**config.mk**
```make
export PLATFORM = sky130hd
export DESIGN_NAME = uart_csr
export DESIGN_NICKNAME = d
export VERILOG_FILES = /design/src/rtl/uart_csr_pkg.sv /design/src/rtl/uart_csr_fifo.sv /design/src/rtl/uart_csr_flags.sv /design/src/rtl/uart_csr.sv
export SDC_FILE = /design/constraint.sdc
export NUM_CORES = 1
export LEC_CHECK = 0
export ABC_CLOCK_PERIOD_IN_PS = 3600
export CAP_MARGIN = 30
export CORE_MARGIN = 3
export CORE_UTILIZATION = 54
export DETAILED_ROUTE_END_ITERATION = 6
export PLACE_DENSITY = 0.73
export SETUP_SLACK_MARGIN = 0.1
export SYNTH_ARGS = -nofsm -noshare
export SYNTH_HDL_FRONTEND = slang
export SYNTH_SLANG_ARGS = --single-unit
```
**constraint.sdc**
```tcl
create_clock -name clk -period 3.6 [get_ports clk]
set_input_delay 0.72 -clock clk [delete_from_list [all_inputs] [get_ports clk]]
set_output_delay 0.72 -clock clk [all_outputs]
set_load 0.005 [all_outputs]
```
**src/rtl/uart_csr_pkg.sv**
```systemverilog
package uart_csr_pkg;
   localparam logic [7:0] OFS_CTRL  = 8'h00;
   localparam logic [7:0] OFS_STAT  = 8'h04;
   localparam logic [7:0] OFS_IEN   = 8'h08;
   localparam logic [7:0] OFS_IFL   = 8'h0C;
   localparam logic [7:0] OFS_DIV   = 8'h10;
   localparam logic [7:0] OFS_OSR   = 8'h14;
   localparam logic [7:0] OFS_PEEK  = 8'h18;
   localparam logic [7:0] OFS_PIN   = 8'h1C;
   localparam logic [7:0] OFS_DATA  = 8'h20;
   localparam logic [7:0] OFS_DMA   = 8'h24;
   localparam logic [7:0] OFS_WKEN  = 8'h28;
   localparam logic [7:0] OFS_WKFL  = 8'h2C;

   localparam int CTRL_THR_W    = 4;
   localparam int CTRL_FLUSH_TX = 4;
   localparam int CTRL_FLUSH_RX = 5;
   localparam int CTRL_CLK_EN   = 15;
   localparam int CTRL_CLK_RDY  = 17;

   localparam int ST_RX_EMPTY = 4;
   localparam int ST_TX_EMPTY = 6;
   localparam int ST_LVL_LSB  = 8;
   localparam int ST_LVL_W    = 4;

   localparam int IF_RX_THR = 4;
   localparam int IF_TX_HE  = 6;

   localparam logic [31:0] PIN_RESET = 32'h0000_0002;
endpackage

```
**src/rtl/uart_csr_fifo.sv**
```systemverilog
module uart_csr_fifo #(
   parameter int DEPTH = 8,
   parameter int W     = 8
) (
   input  logic                          clk,
   input  logic                          rst_n,
   input  logic                          push,
   input  logic [W-1:0]                  din,
   input  logic                          pop,
   input  logic                          flush,
   output logic [W-1:0]                  head,
   output logic [$clog2(DEPTH+1)-1:0]    level,
   output logic                          full,
   output logic                          empty
);
   localparam int PTR_W = $clog2(DEPTH);
   localparam int LVL_W = $clog2(DEPTH+1);

   if (DEPTH < 2 || (DEPTH & (DEPTH - 1)) != 0) begin : g_bad_depth
      $error("uart_csr_fifo: DEPTH must be a power of two, at least 2");
   end

   logic [W-1:0]     slot [DEPTH];
   logic [PTR_W-1:0] wr_ptr, rd_ptr;
   logic [LVL_W-1:0] cnt;

   for (genvar g = 0; g < DEPTH; g++) begin : g_slot
      always_ff @(posedge clk) begin
         if (push && !flush && wr_ptr == PTR_W'(g)) slot[g] <= din;
      end
   end

   always_ff @(posedge clk) begin
      if (!rst_n || flush) begin
         wr_ptr <= '0;
         rd_ptr <= '0;
         cnt    <= '0;
      end else begin
         if (push) wr_ptr <= wr_ptr + 1'b1;
         if (pop)  rd_ptr <= rd_ptr + 1'b1;
         cnt <= cnt + LVL_W'(push) - LVL_W'(pop);
      end
   end

   assign head  = slot[rd_ptr];
   assign level = cnt;
   assign full  = (cnt == LVL_W'(DEPTH));
   assign empty = (cnt == '0);

   p_no_overflow_r1: assert property (@(posedge clk) disable iff (!rst_n)
      cnt <= LVL_W'(DEPTH));
   p_flush_empties_r6: assert property (@(posedge clk) disable iff (!rst_n)
      flush |=> empty);
   p_pop_only_filled_r9: assert property (@(posedge clk) disable iff (!rst_n)
      pop |-> !empty);
endmodule

```
**src/rtl/uart_csr_flags.sv**
```systemverilog
module uart_csr_flags
   import uart_csr_pkg::*;
#(
   parameter int W       = 32,
   parameter int IRQ_REG = 0
) (
   input  logic         clk,
   input  logic         rst_n,
   input  logic         clr_we,
   input  logic [W-1:0] clr_mask,
   input  logic         set_thr,
   input  logic         set_tx,
   input  logic [W-1:0] enable,
   output logic [W-1:0] flags,
   output logic         irq
);
   if (W <= IF_TX_HE || W <= IF_RX_THR) begin : g_bad_w
      $error("uart_csr_flags: W too small for flag positions");
   end

   logic [W-1:0] fl_q, fl_d;

   always_comb begin
      fl_d = fl_q & ~(clr_we ? clr_mask : '0);
      if (set_thr) fl_d[IF_RX_THR] = 1'b1;
      if (set_tx)  fl_d[IF_TX_HE]  = 1'b1;
   end

   always_ff @(posedge clk) begin
      if (!rst_n) fl_q <= '0;
      else        fl_q <= fl_d;
   end

   assign flags = fl_q;

   if (IRQ_REG != 0) begin : g_irq_reg
      logic irq_q;
      always_ff @(posedge clk) begin
         if (!rst_n) irq_q <= 1'b0;
         else        irq_q <= |(fl_d & enable);
      end
      assign irq = irq_q;
   end else begin : g_irq_comb
      assign irq = |(fl_q & enable);
   end

   p_clear_r5: assert property (@(posedge clk) disable iff (!rst_n)
      (clr_we && clr_mask[IF_RX_THR] && !set_thr) |=> !flags[IF_RX_THR]);
   p_set_wins_r5: assert property (@(posedge clk) disable iff (!rst_n)
      set_thr |=> flags[IF_RX_THR]);
   p_keep_r5: assert property (@(posedge clk) disable iff (!rst_n)
      (!clr_we && $past(rst_n)) |=> flags[IF_TX_HE] || !$past(flags[IF_TX_HE]));
endmodule

```
**src/rtl/uart_csr.sv**
```systemverilog
module uart_csr
   import uart_csr_pkg::*;
#(
   parameter int DEPTH   = 8,
   parameter int ADDR_W  = 10,
   parameter int IRQ_REG = 0
) (
   input  logic              clk,
   input  logic              rst_n,
   input  logic              bus_rd,
   input  logic              bus_wr,
   input  logic [ADDR_W-1:0] bus_addr,
   input  logic [31:0]       bus_wdata,
   output logic [31:0]       bus_rdata,
   input  logic              rx_valid,
   input  logic [7:0]        rx_data,
   output logic              rx_ready,
   output logic              tx_valid,
   output logic [7:0]        tx_data,
   output logic              irq
);
   localparam int LVL_W  = $clog2(DEPTH+1);
   localparam int WORD_W = ADDR_W - 2;
   localparam int CMP_W  = ((LVL_W > CTRL_THR_W) ? LVL_W : CTRL_THR_W) + 1;

   if (ADDR_W < 8) begin : g_bad_addr
      $error("uart_csr: ADDR_W must cover the register window");
   end
   if (LVL_W > ST_LVL_W) begin : g_bad_lvl
      $error("uart_csr: DEPTH too large for status level field");
   end

   function automatic logic hit(input logic [ADDR_W-1:0] a, input logic [7:0] ofs);
      return a[ADDR_W-1:2] == WORD_W'(ofs[7:2]);
   endfunction

   logic unused_addr_lsb;
   assign unused_addr_lsb = ^bus_addr[1:0];

   logic [31:0] ctrl_q, ien_q, div_q, osr_q, pin_q, dma_q, wken_q, wkfl_q;
   logic [31:0] ctrl_wv, flags, rd_mux;
   logic        wr_ctrl, wr_ifl, wr_data, rd_data, flush;
   logic        push, pop, thr_hit, fifo_full, fifo_empty;
   logic [7:0]  head;
   logic [LVL_W-1:0] level;
   logic [CMP_W-1:0] lvl_after;

   assign wr_ctrl = bus_wr && hit(bus_addr, OFS_CTRL);
   assign wr_ifl  = bus_wr && hit(bus_addr, OFS_IFL);
   assign wr_data = bus_wr && hit(bus_addr, OFS_DATA);
   assign rd_data = bus_rd && hit(bus_addr, OFS_DATA);
   assign flush   = wr_ctrl && bus_wdata[CTRL_FLUSH_RX];

   assign rx_ready = ctrl_q[CTRL_CLK_EN] && !fifo_full;
   assign push     = rx_valid && rx_ready && !flush;
   assign pop      = rd_data && !fifo_empty && !flush;

   assign lvl_after = CMP_W'(level) + CMP_W'(1) - CMP_W'(pop);
   assign thr_hit   = push && (lvl_after >= CMP_W'(ctrl_q[CTRL_THR_W-1:0]));

   always_comb begin
      ctrl_wv = bus_wdata;
      ctrl_wv[CTRL_FLUSH_RX] = 1'b0;
      ctrl_wv[CTRL_FLUSH_TX] = 1'b0;
      if (bus_wdata[CTRL_CLK_EN]) ctrl_wv[CTRL_CLK_RDY] = 1'b1;
   end

   uart_csr_fifo #(.DEPTH(DEPTH), .W(8)) u_fifo (
      .clk(clk), .rst_n(rst_n), .push(push), .din(rx_data), .pop(pop),
      .flush(flush), .head(head), .level(level), .full(fifo_full),
      .empty(fifo_empty));

   uart_csr_flags #(.W(32), .IRQ_REG(IRQ_REG)) u_flags (
      .clk(clk), .rst_n(rst_n), .clr_we(wr_ifl), .clr_mask(bus_wdata),
      .set_thr(thr_hit), .set_tx(wr_data), .enable(ien_q), .flags(flags),
      .irq(irq));

   always_ff @(posedge clk) begin
      if (!rst_n) begin
         ctrl_q <= '0; ien_q <= '0; div_q <= '0; osr_q <= '0;
         pin_q  <= PIN_RESET; dma_q <= '0; wken_q <= '0; wkfl_q <= '0;
      end else if (bus_wr) begin
         if (wr_ctrl)                  ctrl_q <= ctrl_wv;
         if (hit(bus_addr, OFS_IEN))   ien_q  <= bus_wdata;
         if (hit(bus_addr, OFS_DIV))   div_q  <= bus_wdata;
         if (hit(bus_addr, OFS_OSR))   osr_q  <= bus_wdata;
         if (hit(bus_addr, OFS_PIN))   pin_q  <= bus_wdata;
         if (hit(bus_addr, OFS_DMA))   dma_q  <= bus_wdata;
         if (hit(bus_addr, OFS_WKEN))  wken_q <= bus_wdata;
         if (hit(bus_addr, OFS_WKFL))  wkfl_q <= bus_wdata;
      end
   end

   always_comb begin
      rd_mux = '0;
      if (hit(bus_addr, OFS_CTRL)) rd_mux = ctrl_q;
      if (hit(bus_addr, OFS_STAT)) begin
         rd_mux[ST_LVL_LSB +: ST_LVL_W] = ST_LVL_W'(level);
         rd_mux[ST_RX_EMPTY] = fifo_empty;
         rd_mux[ST_TX_EMPTY] = 1'b1;
      end
      if (hit(bus_addr, OFS_IEN))  rd_mux = ien_q;
      if (hit(bus_addr, OFS_IFL))  rd_mux = flags;
      if (hit(bus_addr, OFS_DIV))  rd_mux = div_q;
      if (hit(bus_addr, OFS_OSR))  rd_mux = osr_q;
      if (hit(bus_addr, OFS_PEEK) && !fifo_empty) rd_mux = {24'h0, head};
      if (hit(bus_addr, OFS_PIN))  rd_mux = pin_q;
      if (hit(bus_addr, OFS_DATA) && !fifo_empty) rd_mux = {24'h0, head};
      if (hit(bus_addr, OFS_DMA))  rd_mux = dma_q;
      if (hit(bus_addr, OFS_WKEN)) rd_mux = wken_q;
      if (hit(bus_addr, OFS_WKFL)) rd_mux = wkfl_q;
   end

   always_ff @(posedge clk) begin
      if (!rst_n) begin
         bus_rdata <= '0;
         tx_valid  <= 1'b0;
         tx_data   <= '0;
      end else begin
         if (bus_rd) bus_rdata <= rd_mux;
         tx_valid <= wr_data;
         if (wr_data) tx_data <= bus_wdata[7:0];
      end
   end

   p_refuse_when_off_r2: assert property (@(posedge clk) disable iff (!rst_n)
      !ctrl_q[CTRL_CLK_EN] |=> level <= $past(level));
   p_clk_ready_r7: assert property (@(posedge clk) disable iff (!rst_n)
      (wr_ctrl && bus_wdata[CTRL_CLK_EN]) |=> ctrl_q[CTRL_CLK_RDY]);
   p_no_flush_bits_r7: assert property (@(posedge clk) disable iff (!rst_n)
      wr_ctrl |=> (ctrl_q[CTRL_FLUSH_RX] == 1'b0 && ctrl_q[CTRL_FLUSH_TX] == 1'b0));
   p_tx_pulse_r11: assert property (@(posedge clk) disable iff (!rst_n)
      wr_data |=> (tx_valid && flags[IF_TX_HE]));
   p_steady_level_r9: assert property (@(posedge clk) disable iff (!rst_n)
      (push && pop) |=> $stable(level));
endmodule

```
* After elaboration in Yosys (flattened, before gate mapping) *
Memories as Yosys holds them, arrays and structs flattened. A register that Yosys moved wholly into a read port is not among the register bits.
Index checks and enable logic that the tools add are counted.

storage, ports and cells
  memories = 1
  logic and storage cells = 148
  register bits = 337
  input port bits = 55
  output and inout bits = 43
  bits in writable memories = 64

cells by class
  order comparisons = 1
  bitwise gates (word level) = 3
  add/sub/neg operators = 6
  multiplexer cells = 57
  equality and inequality tests = 19
  reduce and logical (&&, ||, !) cells = 46

memories
  name         depth  width  read ports  clocked after Yosys merged registers in  write ports  line                 RTL
  u_fifo.slot  8      8      1           1                                        1            uart_csr_fifo.sv:23  logic [W-1:0] slot [DEPTH];

operators by type and width
  operator                                                               count
  32-bit 2-to-1 mux                                                      12
  32-bit bitwise AND                                                     2
  8-bit 2-to-1 mux                                                       7
  8-bit OR reduction                                                     7
  8-bit by 3-bit equality test with 1-bit output, second input constant  4
  8-bit by 4-bit equality test with 1-bit output, second input constant  4
  32-bit inverter                                                        1
  32-bit OR reduction                                                    1
  1-bit 2-to-1 mux                                                       28
  3-bit 2-to-1 mux                                                       9
  1-bit logical AND                                                      22
  8-bit by 2-bit equality test with 1-bit output, second input constant  2
  2-bit AND reduction                                                    8
  3-bit equality test, second input constant                             4
  8-bit by 1-bit equality test with 1-bit output, second input constant  1
  8-bit zero test                                                        1
  3-bit by 1-bit adder with 3-bit output, second input constant          2
  3-bit by 2-bit equality test with 1-bit output, second input constant  2
  4-bit by 1-bit adder with 5-bit output, second input constant          1
  5-bit by 4-bit greater-or-equal comparator with 1-bit output           1
  5-bit by 1-bit subtractor with 5-bit output                            1
  4-bit by 1-bit adder with 4-bit output                                 1
  4-bit equality test, second input constant                             1
  1-bit zero test                                                        4
  6 further kinds                                                        6

* Logic depth before layout (Yosys ltp) *
Gate-level depths: netlist (run 1).

  depth after elaboration = 17
  depth in mapped cells = 16
  gate-level depth less buffers = 15

* By module *
From an unflattened synthesis (run 1), not the netlist that was laid out.

unflattened totals
  cells, all modules = 2149
  area total of the unflattened synthesis = 18326.3 um2

modules (own cells, without submodules)
  module          instances  seq. area each (um2)  area each (um2)  cells an instance
  uart_csr        1          5905.7                14020.9          1851
  uart_csr_fifo   1          2182.1                3186.8           173
  uart_csr_flags  1          640.6                 1118.6           125

* Worst setup path before layout (run 1) *
No wires, ideal clock.

  path kind = in2reg
  from = input port bus_addr[7]
  to = register u_flags.fl_q[4] (netlist: u_flags.flags[4])
  cell stages on the path = 16
  path slack = 71 ps
  arrival time = 3399 ps
  required time = 3470 ps
  setup time = 130 ps
  path buffers = 2
  path through = or4_4 > buf_6 > nor3_2 > and3_1 > clkbuf_1 > nand2_1 > ha_1 > ha_1 > inv_1 > ha_1 > inv_1 > ha_1 > a21oi_1 > nor2b_1 > o31ai_1 > a21boi_0

on the way
  longest elaborated chain between the ends = 9
  elaborated cells on any way between the ends = 18
  classes of those cells = add/sub (1); order compare (1); eq/ne (2); mux (2); bitwise (2); reduce/logical (10)

RTL lines
  what                                                          line                            RTL
  from (decl)                                                   uart_csr.sv:12                  input logic [ADDR_W-1:0] bus_addr,
  8-bit zero test                                               uart_csr.sv:34                  return a[ADDR_W-1:2] == WORD_W'(ofs[7:2]);
  1-bit logical AND                                             uart_csr.sv:48                  assign wr_ctrl = bus_wr && hit(bus_addr, OFS_CTRL);
  1-bit logical AND                                             uart_csr.sv:52                  assign flush = wr_ctrl && bus_wdata[CTRL_FLUSH_RX];
  1-bit zero test                                               uart_csr.sv:55, uart_csr.sv:56
  1-bit logical AND                                             uart_csr.sv:56                  assign pop = rd_data && !fifo_empty && !flush;
  5-bit by 1-bit subtractor with 5-bit output                   uart_csr.sv:58                  assign lvl_after = CMP_W'(level) + CMP_W'(1) - CMP_W'(pop);
  5-bit by 4-bit greater-or-equal comparator with 1-bit output  uart_csr.sv:59                  assign thr_hit = push && (lvl_after >= CMP_W'(ctrl_q[CTRL_THR_W-1:0]));
  1-bit logical AND                                             uart_csr.sv:59
  1-bit 2-to-1 mux (*)                                          uart_csr_flags.sv:25            if (set_thr) fl_d[IF_RX_THR] = 1'b1;
  to (signal assigned)                                          uart_csr_flags.sv:31            else fl_q <= fl_d;
  to (decl)                                                     uart_csr_flags.sv:21            logic [W-1:0] fl_q, fl_d;

Mark *: on every way between the ends. The rest lies on a longest branch, timed or not.
A chain may end at the register's enable or synchronous reset.

* Worst setup path in the final report (run 1) *
  from = register u_flags.fl_q[16] (netlist: u_flags.flags[16])
  to = output port irq

on the way
  longest elaborated chain between the ends = 2

RTL lines
  what                 line                  RTL
  32-bit bitwise AND   uart_csr_flags.sv:44  assign irq = |(fl_q & enable);
  32-bit OR reduction  uart_csr_flags.sv:44
  to (decl)            uart_csr.sv:20        output logic irq

No other way between the ends.

==> summary.txt, run 1 <==
Worst setup path
  • Crit path buf inv count: 1
  • Nature of the critical path endpoint: primary output
  • Delay-heaviest family, CP: simple AND/OR/NAND/NOR gates
  • R2R depth: 15
  • CP Launch Type: register
  • Crit path DAT: about 2.7 ns
  • Kind of critical path: reg -> out
  • Reg2Reg Setup Slack: about 0.36 ns
  • CP max-delay cell: or4_1
  • Worst Path Max Fanout: 3
  • Crit Reg-Reg Endpoint: u_flags.flags[4]
  • Worst r2r src: u_fifo.level[2]
  • Crit-path cells: a22o_1 > a221oi_1 > nand3_1 > or4_1 > clkdlybuf4s50_1
  • Worst EP required: approximately 2.9 ns
  • Worst path max stage delay: 0.59 ns

Final layout
  • Final instance area: 21,300 um^2
  • Commonest non-fill, non-tap cell in the layout: nand2_1
  • Area occupied by multi-input gates: 8850 um^2
  • Sequential cell area: approximately 8700 um^2
  • Nets: between 2,000 and 2,500
  • Fill cells: ~2,800
  • Layout cells sized above 1: 0.0855
  • Layout area overhead: 15.6%
  • Ant. Diodes: 0
  • Leading cell types in the layout, fill and taps excluded: 644 x nand2_1, 340 x dfxtp_1, 243 x a21boi_0, 140 x a21oi_1, 90 x clkdlybuf4s50_1

Timing
  • RSZ-0062 raised after global routing: false
  • Number of max-slew violations in the final report: 0
  • Tmin final: roughly 3.4 ns
  • Setup TNS Final: 0 ns
  • Worst hold slack: around 0.45 ns
  • Fmax: between 0.2 and 0.3 GHz
  • Final worst path period share: 0.940
  • Worst-Margin Slew: roughly 0.81 ns
  • Slew HR: 0.461
  • Worst setup margin: 0.217 ns
  • Final Hold Viols: 0
  • # setup viols final: 0
  • Clock Skew: ~0.017 ns

Routing
  • WL per Instance: about 22 um
  • Final ANT Viol Nets: 0
  • DRT Pass-1 Iters: 6
  • Drt drc: 0
  • Vias per std cell: between 6 and 7
  • Final WL: ~58,000 um
  • Vias: roughly 16,000
  • Initial DRC count: roughly 1,700

Synthesis
  • Mapped Cells: 2,144
  • Part of the Yosys area used for sequential elements: 0.473
  • Yosys reg bits: approximately 400
  • Netlist cell types: 58
  • Post-synth ARST share: 0
  • Post-Syn Nets: around 2,200
  • Avg Inst Size Synth: 8.61 um^2
  • Most common flop cell mapped by yosys: dfxtp_1
  • Post-synth EDFFs: 64
  • Synth Warn #: 0
  • Syn Std Cell Area: roughly 18,000 um^2

Floorplanning
  • Rows: 67
  • Core area: 33,600 um^2
  • Die Y: around 190 um
  • Die area: between 30,000 and 40,000 um^2
  • Die width: around 190 um
  • # IOs: 98
  • Initial Util: 0.549

Min path
  • Min-delay src: wkfl_q[1]
  • Hold path depth: 2
  • Worst Hold End: wkfl_q[1]
  • Hold Path Class: reg -> reg

Pwr
  • Pleak: 7.13 nW
  • Worst vdd ir: about 0.00036 V
  • PD cells: approximately 460 nW/um^2

Global route
  • Initial antenna violation count: 0
  • First-pass GRT wire length: 90,200 um
  • Vias in the first global route: 16,000
  • Global route overflow: 0
  • GRT Util Overall: 0.315
  • Largest net degree at the start of global routing: 102

CTS
  • Post-CTS setup buffers: 0
  • Clock transition at path regs: roughly 0.060 ns
  • Clk buf depth: 3
  • TritonCTS clock tree: done
  • Clock Latency Late Sink: about 0.54 ns
  • CTS Buf Count: between 40 and 50
  • Root Buffer: clkbuf_16
  • Clock Sinks: between 400 and 500
  • Post-CTS Resized: 0
  • # hold bufs at CTS: 0
  • H-tree levels: 2

Placed design
  • Dpl hpwl: roughly 37,000 um
  • PortBufs: 95
  • DP Area: 19,900 um^2
  • Final Wtd Congestion: 0.936
  • Pre-CTS setup slack: -0.281 ns

Outcome
  • Status: complete, no violations

Flow run
  • Max Cap Viol: 0
[how the worst max path moves through the flow]
stage	from	to	slack [ns]	cells past startpoint
detailed placement	bus_addr[7]	u_flags.flags[4]	-0.28	14
floorplan	bus_addr[7]	u_flags.flags[4]	0.13	16
global placement	bus_addr[7]	u_flags.flags[4]	-0.18	15
finish	u_flags.flags[16]	irq	0.22	5
CTS	u_flags.flags[16]	irq	0.20	5
global route	u_flags.flags[16]	irq	0.12	5
[routing by layer]
layer	vias to the layer above	global-route usage	wire (um)
met5	-	0	0
met4	0	0.147	2860
met3	185	0.0588	4730
met2	759	0.520	26900
met1	7624	0.401	23000
li1	7413	-	-
[cells in the mapped netlist (4+ instances only)]
| cell | number | area share |
|---|---|---|
| nand2_1 | 644 | 0.13 |
| dfxtp_1 | 340 | 0.37 |
| a21boi_0 | 243 | 0.099 |
| clkbuf_1 | 147 | 0.030 |
| a21oi_1 | 140 | 0.038 |
| o21ai_0 | 79 | 0.021 |
| mux2i_1 | 69 | 0.037 |
| edfxtp_1 | 64 | 0.10 |
| buf_2 | 38 | 0.010 |
| nand3_1 | 37 | 0.010 |
| o211ai_1 | 33 | 0.013 |
| nor2_1 | 30 | 0.0061 |
| inv_1 | 26 | 0.0053 |
| ha_1 | 23 | 0.016 |
| o221ai_1 | 23 | 0.011 |
| mux4_2 | 19 | 0.023 |
| a21boi_1 | 18 | 0.0073 |
| a22oi_1 | 18 | 0.0073 |
| and3_1 | 18 | 0.0061 |
| o22ai_1 | 18 | 0.0061 |
| buf_1 | 10 | 0.0020 |
| nor2b_1 | 8 | 0.0027 |
| mux2_2 | 7 | 0.0043 |
| nand2b_1 | 7 | 0.0024 |
| nor3_1 | 7 | 0.0019 |
| and2_1 | 6 | 0.0020 |
| a21o_1 | 5 | 0.0020 |
| a22o_1 | 5 | 0.0024 |
| o311ai_1 | 5 | 0.0024 |
| a211oi_1 | 4 | 0.0016 |
| o21a_1 | 4 | 0.0016 |
| or3_1 | 4 | 0.0014 |
| xor2_1 | 4 | 0.0019 |
[layout make-up]
cell class / count / share of cell area
clock buffer: 67 / 0.0609
multi-input combinational: 1516 / 0.415
sequential: 404 / 0.409
timing repair buffer: 177 / 0.0757
clock inverter: 9 / 0.00810
inverter: 27 / 0.00475
tap: 448 / 0.0263
[worst register-to-register path, cell delays in order (launching register included)]
cell,delay [ns]
dfxtp_1,0.34
inv_1,0.21
ha_1,0.20
or3b_2,0.54
and3_1,0.22
nand2_1,0.11
ha_1,0.15
ha_1,0.16
inv_1,0.05
ha_1,0.26
inv_1,0.04
ha_1,0.26
a21oi_1,0.13
nor2b_1,0.06
o31ai_1,0.26
a21boi_0,0.12
[where the power goes]
group          leakage [nW]  internal, mW  switching (mW)
Combinational          3.10         0.192           0.308
Clock                 0.719          2.83            1.79
Sequential             3.32          4.60          0.0140
[registers in the layout (all words and copies together), names as in the netlist, 30 cells and up, named ones only]
name,cells
u_fifo.slot,64
bus_rdata,32
div_q,32
dma_q,32
ien_q,32
osr_q,32
pin_q,32
u_flags.flags,32
wken_q,32
wkfl_q,32
ctrl_q,30
[cell families (layout without fill, tap and decap cells)]
kind of cell	count (synthesis)	count (layout)	synth area share
compound gates	610	610	0.220
flops	404	404	0.473
mux	95	95	0.0649
buf+inv	224	280	0.0489
simple gates	780	780	0.173
xor+xnor	7	7	0.00332
fa+ha+maj	24	24	0.0167
[through the flow]
step,instances,util,total power [mW]
3_3_place_gp,2572,0.591,5.20
5_1_grt,2648,0.634,9.98
4_1_cts,2648,0.634,9.76
6_report,2648,0.634,9.74
3_5_place_dp,2572,0.591,5.20
2_1_floorplan,2144,-,4.99
No activity file was read; power rests on OpenSTA's default activity.
==> run 2: changes to the inputs <==
--- a/config.mk
+++ b/config.mk
@@ -8,10 +8,11 @@
 export ABC_CLOCK_PERIOD_IN_PS = 3600
 export CAP_MARGIN = 30
 export CORE_MARGIN = 3
-export CORE_UTILIZATION = 54
+export CORE_UTILIZATION = 33
 export DETAILED_ROUTE_END_ITERATION = 6
-export PLACE_DENSITY = 0.73
+export PLACE_DENSITY = 0.48
 export SETUP_SLACK_MARGIN = 0.1
+export SKIP_LAST_GASP = 1
 export SYNTH_ARGS = -nofsm -noshare
 export SYNTH_HDL_FRONTEND = slang
 export SYNTH_SLANG_ARGS = --single-unit
==> run 2 against run 1 <==
Compared with the run above: sequential share of layout area fell by 1.2 points; via count down 2.6%; clock power increased by 5.4%; first-iteration DRC count fell by 33%; largest cell class unchanged; highest routed layer is now met5.
==> summary.txt, run 2 (synthesis results as in run 1) <==
Routing
  • Final WL: between 60,000 and 70,000 um
  • DRT Pass-1 Iters: 5
  • WL per Instance: between 20 and 25 um
  • Final ANT Viol Nets: 0
  • Initial DRC count: approximately 1,100
  • Vias: roughly 16,000
  • Drt drc: 0
  • Vias per std cell: 5.23

Timing
  • RSZ-0062 raised after global routing: false
  • Fmax: about 0.30 GHz
  • Final Hold Viols: 0
  • Tmin final: 3.33 ns
  • Number of max-slew violations in the final report: 0
  • Worst hold slack: 0.451 ns
  • Worst-Margin Slew: roughly 0.82 ns
  • Clock Skew: 0.0160 ns
  • # setup viols final: 0
  • Final worst path period share: 0.925
  • Slew HR: 0.450

Min path
  • Hold Path Class: reg -> reg

Placed design
  • DP Area: between 20,000 and 25,000 um^2
  • PortBufs: 95
  • Final Wtd Congestion: ~0.86
  • Dpl hpwl: around 43,000 um

Worst setup path
  • Worst EP required: 2.88 ns
  • CP max-delay cell: or4_1
  • Reg2Reg Setup Slack: 0.38 ns
  • Worst path max stage delay: 0.57 ns
  • Nature of the critical path endpoint: primary output
  • CP Launch Type: register
  • Delay-heaviest family, CP: simple AND/OR/NAND/NOR gates
  • Crit-path cells: a22o_1 > a221oi_1 > nand3_1 > or4_1 > clkdlybuf4s50_1
  • Worst Path Max Fanout: 3
  • Crit path buf inv count: 1
  • Kind of critical path: reg -> out
  • Crit path DAT: 2.61 ns

Final layout
  • Largest reg by FF count: u_fifo.slot
  • Layout cells sized above 1: 0.0975
  • Ant. Diodes: 0
  • Nets: about 2,300
  • Max reg flops: 64
  • Commonest non-fill, non-tap cell in the layout: nand2_1
  • Leading cell types in the layout, fill and taps excluded: 644 x nand2_1, 340 x dfxtp_1, 243 x a21boi_0, 140 x a21oi_1, 92 x buf_4
  • Fill cells: approximately 5,500
  • Final instance area: between 20,000 and 25,000 um^2
  • Layout area overhead: 19.0%

Pwr
  • Sw frac: 0.228
  • Power Total: between 10 and 15 mW
  • Net switching power: roughly 2.3 mW
  • Clock Power Share: 0.487
  • Logic pwr share: 0.052
  • Internal cell power: roughly 7.7 mW
  • PD cells: ~460 nW/um^2
  • Sequential power share: 0.461
  • Pleak: around 7.3 nW
  • Worst vdd ir: 0.000315 V

Global route
  • GR Util met2: 0.371
  • Grt met1 use: 0.273
  • Largest net degree at the start of global routing: 140
  • Global route overflow: 0
  • GRT Util Overall: 0.216
  • GR Util met3: 0.0353
  • Top Usage Layer GRT: met2
  • Vias in the first global route: around 15,000
  • First-pass GRT wire length: just under 100,000 um
  • Initial antenna violation count: 2

Floorplanning
  • Die area: approximately 60,000 um^2
  • Die width: around 240 um
  • # IOs: between 90 and 100
  • Die Y: roughly 240 um
  • Core area: ~55,000 um^2
  • Rows: between 80 and 90
  • Initial Util: 0.334

CTS
  • Clock Latency Late Sink: 0.58 ns
  • TritonCTS clock tree: done
  • # hold bufs at CTS: 0
  • CTS Buf Count: 47
  • Clock transition at path regs: about 0.06 ns
  • H-tree levels: 2
  • Root Buffer: clkbuf_16
  • Post-CTS Resized: 0
  • Post-CTS setup buffers: 0
  • Clk buf depth: 3
  • Clock Sinks: roughly 400

Outcome
  • Status: complete, no violations

Flow run
  • Max Cap Viol: 0
run 2: cell types whose count changed in the layout (fill, tap and decap cells not counted), sizes merged:
cell,delta
clkinv,+6
buf,+16
bufinv,-3
clkinvlp,+1
clkbuf,+6
run 2: metal layers:
layer / up-vias / routed length (um)
li1: 7467 / -
met1: 7553 / 27800
met2: 423 / 31200
met3: 116 / 3420
met4: 2 / 2100
met5: - / 11
run 2: worst register-to-register path, delay by kind of cell (launching register included):
family                   cells  cell delay [ns]
AO/OA/AOI/OAI                3             0.43
adder cells (fa/ha/maj)      5             1.04
flip-flops                   1             0.35
AND/OR/NAND/NOR              4             0.96
buffers and inverters        3             0.30
run 2: worst paths after layout:
path | start | to | cells past startpoint
worst min-delay path | u_flags.flags[22] | u_flags.flags[22] | 2
worst max-delay path | u_flags.flags[16] | irq | 5
worst min register to register | u_flags.flags[22] | u_flags.flags[22] | 2
worst max register to register | u_fifo.level[2] | u_flags.flags[4] | 15
run 2: area by class of cell:
type,count,area (um^2),share of cell area
multi-input cells,1516,8860,0.403
flip-flops and latches,404,8730,0.397
repair buffers,193,1760,0.0801
clock buffers,73,1470,0.0668
well taps,748,936,0.0426
clock inverters,13,115,0.00524
inverters,27,101,0.00461
run 2: through the flow:
stage / TNS, ns / util / std cells / worst slack (ns)
floorplan: 0 / - / 2144 / 0.131
global placement: -0.195 / 0.369 / 2888 / -0.195
detailed placement: -0.189 / 0.369 / 2888 / -0.185
CTS: 0 / 0.398 / 2974 / 0.190
global route: 0 / 0.398 / 2974 / 0.164
finish: 0 / 0.398 / 2974 / 0.271
run 2: power groups by stage:
stage | combinational (mW) | sequential, mW | clock, mW
finish | 0.519 | 4.62 | 4.87
global route | 0.553 | 4.62 | 5.17
CTS | 0.520 | 4.62 | 4.99
detailed placement | 0.518 | 4.71 | 0
global placement | 0.517 | 4.71 | 0
floorplan | 0.277 | 4.71 | 0
==> run 3: changes to the inputs <==
--- a/config.mk
+++ b/config.mk
@@ -10,6 +10,7 @@
 export CORE_MARGIN = 3
 export CORE_UTILIZATION = 33
 export DETAILED_ROUTE_END_ITERATION = 6
+export HOLD_SLACK_MARGIN = 0.15
 export PLACE_DENSITY = 0.48
 export SETUP_SLACK_MARGIN = 0.1
 export SKIP_LAST_GASP = 1
==> results of run 3 <==
The final DEF is identical to that of run 2; final timing and power are the same.
